==> src/rtl/irq_pkg.sv <==
package irq_pkg;

    localparam int NUM_SRC  = 4;
    localparam int SRC_KEY  = 0;
    localparam int SRC_GPI  = 1;
    localparam int SRC_UNLK = 2;
    localparam int SRC_OVF  = 3;

    typedef logic [NUM_SRC-1:0] src_vec_t;

    // Sources whose remaining status counts as "pending" for the re-pulse decision
    localparam src_vec_t PEND_SRC_MASK = src_vec_t'((1 << SRC_KEY) | (1 << SRC_GPI));

    typedef struct packed {
        src_vec_t bits;
    } stat_state_t;

endpackage

==> src/rtl/irq_event_qual.sv <==
module irq_event_qual
    import irq_pkg::*;
(
    input  logic     key_evt_i,
    input  logic     gpi_evt_i,
    input  logic     unlock_evt_i,
    input  logic     ovf_evt_i,
    input  logic     keypad_locked_i,
    input  logic     gpi_lock_ignore_i,
    output src_vec_t set_vec_o
);

    logic gpi_block;

    always_comb begin
        gpi_block                = keypad_locked_i & gpi_lock_ignore_i;
        set_vec_o                = '0;
        set_vec_o[SRC_KEY]       = key_evt_i;
        set_vec_o[SRC_GPI]       = gpi_evt_i & ~gpi_block;
        set_vec_o[SRC_UNLK]      = unlock_evt_i;
        set_vec_o[SRC_OVF]       = ovf_evt_i;
    end

endmodule

==> src/rtl/irq_status_bank.sv <==
module irq_status_bank
    import irq_pkg::*;
(
    input  logic     clk,
    input  logic     rst_n,
    input  src_vec_t set_vec_i,
    input  src_vec_t hold_vec_i,
    input  logic     clr_we_i,
    input  src_vec_t clr_mask_i,
    output src_vec_t status_q_o,
    output src_vec_t status_d_o,
    output logic     clr_hit_o
);

    stat_state_t st_d, st_q;
    src_vec_t    clr_eff;

    always_comb begin
        st_d = st_q;
        for (int i = 0; i < NUM_SRC; i++) begin
            clr_eff[i] = clr_we_i & clr_mask_i[i] & ~hold_vec_i[i];
            if (set_vec_i[i]) begin
                st_d.bits[i] = 1'b1;
            end else if (clr_eff[i]) begin
                st_d.bits[i] = 1'b0;
            end
        end
    end

    always_ff @(posedge clk or negedge rst_n) begin
        if (!rst_n) begin
            st_q <= '0;
        end else begin
            st_q <= st_d;
        end
    end

    assign status_q_o = st_q.bits;
    assign status_d_o = st_d.bits;
    assign clr_hit_o  = clr_we_i & |(clr_mask_i & st_q.bits);

    for (genvar g = 0; g < NUM_SRC; g++) begin : g_chk
        // a set bit survives every cycle without a clear of that bit
        p_sticky_r3: assert property (@(posedge clk) disable iff (!rst_n)
            (st_q.bits[g] && !(clr_we_i && clr_mask_i[g])) |=> st_q.bits[g]);
        // an event wins over a clear in the same cycle
        p_collide_r4: assert property (@(posedge clk) disable iff (!rst_n)
            set_vec_i[g] |=> st_q.bits[g]);
        // a held bit cannot be cleared
        p_hold_r6: assert property (@(posedge clk) disable iff (!rst_n)
            (hold_vec_i[g] && st_q.bits[g]) |=> st_q.bits[g]);
    end

endmodule

==> src/rtl/irq_gap_timer.sv <==
module irq_gap_timer #(
    parameter int GAP_CYCLES = 100
) (
    input  logic clk,
    input  logic rst_n,
    input  logic start_i,
    output logic active_o
);

    localparam int CW = $clog2(GAP_CYCLES + 1);
    localparam logic [CW-1:0] LOAD_VAL = CW'(GAP_CYCLES);

    typedef struct packed {
        logic [CW-1:0] cnt;
    } gap_state_t;

    gap_state_t gs_d, gs_q;

    always_comb begin
        gs_d = gs_q;
        if (start_i) begin
            gs_d.cnt = LOAD_VAL;
        end else if (gs_q.cnt != '0) begin
            gs_d.cnt = gs_q.cnt - 1'b1;
        end
    end

    always_ff @(posedge clk or negedge rst_n) begin
        if (!rst_n) begin
            gs_q <= '0;
        end else begin
            gs_q <= gs_d;
        end
    end

    assign active_o = (gs_q.cnt != '0);

    // a start loads the full gap length
    p_gap_load_r8: assert property (@(posedge clk) disable iff (!rst_n)
        start_i |=> (gs_q.cnt == LOAD_VAL));
    // a running gap counts down by one per cycle
    p_gap_step_r8: assert property (@(posedge clk) disable iff (!rst_n)
        (gs_q.cnt != '0 && !start_i) |=> (gs_q.cnt == CW'($past(gs_q.cnt) - 1'b1)));

endmodule

==> src/rtl/irq_gen.sv <==
module irq_gen
    import irq_pkg::*;
#(
    parameter int CLK_FREQ_HZ = 2_000_000,
    parameter int GAP_NS      = 50_000
) (
    input  logic       clk,
    input  logic       rst_n,
    input  logic       key_evt_i,
    input  logic       gpi_evt_i,
    input  logic       unlock_evt_i,
    input  logic       ovf_evt_i,
    input  logic       keypad_locked_i,
    input  logic       queue_nonempty_i,
    input  logic [3:0] src_en_i,
    input  logic       repulse_mode_i,
    input  logic       gpi_lock_ignore_i,
    input  logic       clr_we_i,
    input  logic [3:0] clr_mask_i,
    output logic       irq_n_o,
    output logic [3:0] status_o
);

    localparam int GAP_RAW    = (CLK_FREQ_HZ / 1000) * GAP_NS / 1_000_000;
    localparam int GAP_CYCLES = (GAP_RAW < 1) ? 1 : GAP_RAW;

    src_vec_t set_vec, hold_vec, stat_q, stat_d, en_vec;
    logic     clr_hit, pending, gap_start, gap_active, irq_req;

    irq_event_qual u_qual (
        .key_evt_i         (key_evt_i),
        .gpi_evt_i         (gpi_evt_i),
        .unlock_evt_i      (unlock_evt_i),
        .ovf_evt_i         (ovf_evt_i),
        .keypad_locked_i   (keypad_locked_i),
        .gpi_lock_ignore_i (gpi_lock_ignore_i),
        .set_vec_o         (set_vec)
    );

    always_comb begin
        en_vec            = src_vec_t'(src_en_i);
        hold_vec          = '0;
        hold_vec[SRC_KEY] = queue_nonempty_i;
    end

    irq_status_bank u_bank (
        .clk        (clk),
        .rst_n      (rst_n),
        .set_vec_i  (set_vec),
        .hold_vec_i (hold_vec),
        .clr_we_i   (clr_we_i),
        .clr_mask_i (src_vec_t'(clr_mask_i)),
        .status_q_o (stat_q),
        .status_d_o (stat_d),
        .clr_hit_o  (clr_hit)
    );

    always_comb begin
        pending   = queue_nonempty_i | (|(stat_d & en_vec & PEND_SRC_MASK));
        gap_start = repulse_mode_i & clr_hit & pending;
        irq_req   = |(stat_q & en_vec);
    end

    irq_gap_timer #(.GAP_CYCLES(GAP_CYCLES)) u_gap (
        .clk      (clk),
        .rst_n    (rst_n),
        .start_i  (gap_start),
        .active_o (gap_active)
    );

    assign irq_n_o  = ~(irq_req & ~gap_active);
    assign status_o = stat_q;

    // no enabled status bit means the line is released
    p_quiet_r2: assert property (@(posedge clk) disable iff (!rst_n)
        ((status_o & src_en_i) == 4'b0) |-> irq_n_o);
    // input changes are dropped while locked in filter mode
    p_gpi_lock_r5: assert property (@(posedge clk) disable iff (!rst_n)
        (keypad_locked_i && gpi_lock_ignore_i && !status_o[SRC_GPI]) |=> !status_o[SRC_GPI]);
    // hold mode never opens a gap
    p_hold_mode_r7: assert property (@(posedge clk) disable iff (!rst_n)
        (!repulse_mode_i && !gap_active) |=> !gap_active);

endmodule

==> config.mk <==
export PLATFORM = sky130hd
export DESIGN_NAME = irq_gen
export DESIGN_NICKNAME = d
export VERILOG_FILES = /design/src/rtl/irq_pkg.sv /design/src/rtl/irq_event_qual.sv /design/src/rtl/irq_status_bank.sv /design/src/rtl/irq_gap_timer.sv /design/src/rtl/irq_gen.sv
export SDC_FILE = /design/constraint.sdc
export NUM_CORES = 1
export LEC_CHECK = 0
export BUFFER_PORTS_ARGS = -buffer_cell sky130_fd_sc_hd__buf_2
export CAP_MARGIN = 30
export CELL_PAD_IN_SITES_DETAIL_PLACEMENT = 1
export CELL_PAD_IN_SITES_GLOBAL_PLACEMENT = 1
export CORE_ASPECT_RATIO = 1.25
export CORE_UTILIZATION = 35
export DETAILED_ROUTE_END_ITERATION = 16
export GPL_TIMING_DRIVEN = 0
export PLACE_DENSITY = 0.76
export SYNTH_ARGS = -nofsm -noshare
export SYNTH_HDL_FRONTEND = slang
export SYNTH_SLANG_ARGS = --single-unit
==> constraint.sdc <==
create_clock -name clk -period 2.83 [get_ports clk]
set_clock_uncertainty 0.05 [all_clocks]
set_input_delay 0.1415 -clock clk [delete_from_list [all_inputs] [get_ports clk]]
set_output_delay 0.1415 -clock clk [all_outputs]
set_load 0.01 [all_outputs]
# Yosys cells after proc, flatten, opt, wreduce, memory -nomap -nowiden
# Index checks and enable logic that the tools add are counted.
# totals
in_bits	19
out_inout_bits	5
ff_bits	11
elab_cells	37
# classes
n_bitwise	19
n_reduce_logical	5
add_sub_neg	1
muxes	10
# op_table
op	count
7-bit 2-to-1 mux	2
1-bit bitwise AND	11
4-bit bitwise AND	2
1-bit 2-to-1 mux	8
4-bit OR reduction	2
7-bit nonzero test	1
7-bit by 1-bit subtractor with 7-bit output, second input constant	1
1-bit NOT	4
2-bit bitwise AND	1
2-bit nonzero test	1
2-bit OR reduction	1
1-bit OR	1

# Depth between registers and ports, before layout
# logic_depth
ltp_word	9
mapped_depth	6

# By module
# Synthesis repeated with hierarchy kept, for this count alone.
# unflattened
hier_cells	65
hier_area_um2	646.9
# modules_own_cells
module	seq_area_each_um2	instances	cells_per_inst	area_each_um2
irq_gap_timer	175.2	1	39	381.6
irq_status_bank	100.1	1	15	182.7
irq_gen	0.0	1	7	48.8
irq_event_qual	0.0	1	4	33.8

# Worst setup path after synthesis
# No wires, ideal clock.
# synth_path
path_kind	register to register
from	register u_gap.gs_q[0] (netlist name)
to	register u_gap.gs_q[3] (netlist name)
n_path_buf	0
setup_time_ns	0.079
path_slack_ns	1.200
t_arrival_ns	1.501
stages_incl_launch_ff	7
cell_sequence	dfrtp_1 inv_1 ha_1 nor2b_1 nand3_1 or3b_2 a21oi_1
# synth_via
elab_chain_len	3
# synth_lines
item	line	rtl
start: declaration	irq_gap_timer.sv:17	gap_state_t gs_d, gs_q;
start signal: assignment	irq_gap_timer.sv:32	gs_q <= gs_d;
7-bit by 1-bit subtractor with 7-bit output	irq_gap_timer.sv:24	gs_d.cnt = gs_q.cnt - 1'b1;
7-bit 2-to-1 mux	irq_gap_timer.sv:23	end else if (gs_q.cnt != '0) begin
7-bit 2-to-1 mux	irq_gap_timer.sv:21	if (start_i) begin
# Parallel ways exist; a longest one is shown, timed or not. The select of a mux whose other input is x is not followed.
# A chain may end at the register's enable or synchronous reset.

# Final worst setup path
# layout_path
from	register u_gap.gs_q[0] (netlist name)
to	output port irq_n_o
# layout_via
elab_chain_len	4
# layout_lines
item	line	rtl
7-bit nonzero test	irq_gap_timer.sv:36	assign active_o = (gs_q.cnt != '0);
1-bit NOT	irq_gen.sv:71	assign irq_n_o = ~(irq_req & ~gap_active);
1-bit bitwise AND	irq_gen.sv:71	
1-bit NOT	irq_gen.sv:71	
end: declaration	irq_gen.sv:20	output logic irq_n_o,
# Every way passes these cells.

==> flow_summary_export.csv <==
group,metric,value,unit
run_status,outcome,"finished, final reports clean",
power_and_ir_drop,power,531.7,uW
power_and_ir_drop,seqPwrFrac,0.471,
synth,synth.top_cell.area_share,0.4793,
setup_path,crit_required,2.64,ns
worst_hold_path,hold_path.class,"in2reg",
power_and_ir_drop,combPwrFrac,0.315,
setup_path,cp.buffers_inverters,2,
global_routing,grt_pass1_vias,563,
sta,timing.hold.ws,0.04302,ns
synth,synth_largest_area_cell,"dfrtp_1",
drt,dr.pass1.iters,4,
clock_tree,cts-root-buf,"clkbuf_4",
worst_hold_path,min_from,"gpi_evt_i",
die,die-area,1808,sq um
sta,fin_crit_sh,0.7111,
drt,wl,1493,microns
synth,synth-seq-area-share,0.4793,
global_routing,grt_pass1_wl,2332,microns
die,die_width,38.23,microns
global_routing,gr-total-overflow,0,
drt,ant_nets,0,
synth,yosys-top-cells-area,"dfrtp_1 48%, a21o_1 5.2%, nand2_1 3.9%",
worst_hold_path,hold_end,"u_bank.status_q_o[1]",
die,dieHeight,47.29,microns
synth,synth_cell_types,26,
clock_tree,clk_pin_slew,0.08,ns
finish,drive_gt1_frac,0.3333,
finish,areaGrowthSynthToFinish,33.99,%
finish,seqCellArea,275.3,sq um
setup_path,rr_endpoint,"u_gap.gs_q[5]",
drt,dr_total_vias,576,
drt,wl_per_cell,14.22,microns
die,row_count,16,
place,dp.final_hpwl,1131,microns
die,start_util,0.3726,
synth,synth-simple-area-share,0.2092,
synth,synth_top_family_by_area,"compound AO/OA/AOI/OAI gates",
die,core,1541,sq um
clock_tree,clock_sinks,11,
power_and_ir_drop,p_sw,182.8,uW
synth,synthCells,57,
setup_path,timing.rr.start,"u_gap.gs_q[0]",
sta,rsz0062_at_grt,"no",
clock_tree,cts_buffers,3,
setup_path,critPathTopFamily,"simple AND/OR/NAND/NOR gates",
finish,multiInputGateArea,291.5,sq um
synth,synth.area.mux_share,0,
synth,synth_area,574.3,sq um
setup_path,crit_slowest_cell,"dfrtp_1",
clock_tree,worst_skew_pair.late_latency,0.28,ns
sta,finalHoldViolations,0,
finish,nFillCells,183,
worst_hold_path,hold_depth,2,
drt,drt_first_iter_violations,8,
setup_path,end_kind,"primary output",
synth,synth_compound_area_frac,0.2614,
setup_path,critPathLaunchType,"flop",
die,ioPinCount,24,
power_and_ir_drop,powerDensity,691.0,nW/um^2
clock_tree,cts_tree,"done",
sta,fmax,0.4969,GHz
finish,final_nets,108,
synth,yosys_warnings,0,
sta,slew_violations,0,
sta,setup_viol,0,
synth,post_synth_xor_area_fraction,0.01525,
power_and_ir_drop,p_leak,0.0003517,uW
global_routing,grt_antenna_before_repair,0,
setup_path,path_cells,"inv_1 -> ha_1 -> nor2b_1 -> nand3_1 -> a21o_1 -> buf_2",
place,gp_congestion,0.6818,
setup_path,crit_type,"reg2out",
place,portBuffers,23,
synth,synth.net_count,77,
setup_path,rr_worst_depth,6,
sta,finalSetupTns,0,ns
global_routing,grt_max_degree,12,
setup_path,critPathMaxFanout,7,
finish,diodes,0,
job,maxCapViolations,0,
clock_tree,clk_path_buf_depth,2,
global_routing,grt_use_total,0.1908,
clock_tree,cts_resized,0,
synth,ys_ff_latch,11,
setup_path,critPathMaxStageDelay,0.42,ns
sta,layout_min_cycle_time,2.012,ns
power_and_ir_drop,ir_drop,351.2,uV
power_and_ir_drop,p_int,349.0,uW
sta,relSlewSlack,0.5603,
power_and_ir_drop,switching_share,0.3437,
setup_path,rrSetupSlack,0.99,ns
synth,yosys.area_share.adder,0.02179,
clock_tree,htree_levels,1,
synth,syn_avg_cell_area,10.08,sq um
power_and_ir_drop,pwr-share-clk,0.213,
drt,drc,0,
setup_path,cp.arrival,1.82,ns
drt,via_per_inst,5.486,
sta,worst_slew_pin_slew,0.6565,ns
-- worst max path at each step --
stage | start | end | cells past startpoint
global route | u_gap.gs_q[0] | irq_n_o | 6
finish | u_gap.gs_q[0] | irq_n_o | 6
floorplan | u_gap.gs_q[0] | u_gap.gs_q[3] | 6
global placement | u_gap.gs_q[0] | u_gap.gs_q[5] | 6
CTS | u_gap.gs_q[0] | irq_n_o | 6
detailed placement | u_gap.gs_q[0] | u_gap.gs_q[5] | 6
-- logic make-up (layout without fill, tap and decap cells) --
logic type / Yosys count / after routing
simple gates: 21 / 21
compound gates: 21 / 21
buf+inv: 2 / 32
flops: 11 / 11
xor+xnor: 1 / 1
fa+ha+maj: 1 / 1
-- cell usage after synthesis --
library cell	number
o21ai_0	2
o21a_1	1
nand2b_1	2
nand4bb_1	1
inv_1	2
a211o_1	2
dfrtp_1	11
ha_1	1
or4_1	1
nand2_1	6
nor2b_1	2
nor3b_1	1
o211ai_1	2
or3b_2	1
a22oi_1	2
a21o_1	4
a21oi_1	2
nand3_1	1
a31oi_1	2
a211oi_1	1
nor2_1	4
or3_1	1
xnor2_1	1
or3_4	1
a21boi_0	1
a22o_1	2
-- routing by layer --
metal	up-vias	share of wire	GRT usage
li1	274	-	-
met1	283	0.41	0.2035
met2	17	0.54	0.3695
met3	2	0.041	0.04265
met4	0	0.0067	0.05000
met5	-	0	0
-- state kept, by name, indices dropped and copies added, names as in the netlist --
| name | cells |
|---|---|
| u_gap.gs_q | 7 |
| u_bank.status_q_o | 4 |
-- final cells by class --
type                            count  share of cell area
Multi-Input combinational cell     44              0.3789
Sequential cell                    11              0.3577
Timing Repair Buffer               26              0.1886
Clock buffer                        3             0.02927
Tap cell                           18             0.02927
Inverter                            2            0.009756
Clock inverter                      1            0.006504
-- worst register-to-register path, cell delays in order (launching register included) --
cell,delay [ns]
dfrtp_1,0.42
inv_1,0.08
ha_1,0.19
nor2b_1,0.23
nand3_1,0.27
nor3b_1,0.23
a211o_1,0.26
-- power groups by stage --
| stage | registers (uW) | logic, uW | clock network [uW] |
|---|---|---|---|
| global placement | 248 | 155 | 0 |
| floorplan | 243 | 119 | 0 |
| CTS | 250 | 171 | 115 |
| finish | 251 | 168 | 113 |
| global route | 257 | 195 | 122 |
| detailed placement | 254 | 167 | 0 |
-- stage by stage --
stage	utilization	area (sq um)	worst slack [ns]	cells
2_1_floorplan	-	574.3	1.200	57
3_3_place_gp	0.4619	711.9	1.073	98
3_5_place_dp	0.4619	711.9	1.012	98
4_1_cts	0.4992	769.5	0.8138	105
5_1_grt	0.4992	769.5	0.7024	105
6_report	0.4992	769.5	0.8176	105
-- placed cells by master, fill, tap and decap left out --
master,count
a211o_1,2
clkbuf_4,3
or4_1,1
nor3b_1,1
or3_1,1
xnor2_1,1
a22oi_1,2
a211oi_1,1
clkinv_2,1
a22o_1,2
nand2_1,6
a21boi_0,1
or3_4,1
dfrtp_1,11
ha_1,1
nand2b_1,2
o21a_1,1
dlygate4sd3_1,3
o21ai_0,2
o211ai_1,2
nor2b_1,2
buf_2,23
nand3_1,1
a21o_1,4
nand4bb_1,1
or3b_2,1
a21oi_1,2
a31oi_1,2
nor2_1,4
inv_1,2
-- timing repair --
action / CTS / global route
setup buffers: 0 / 0
hold buffers: 3 / 0
endpoints found under the hold margin: 13 / 0
Note: power is estimated with default switching activity, not from simulation.
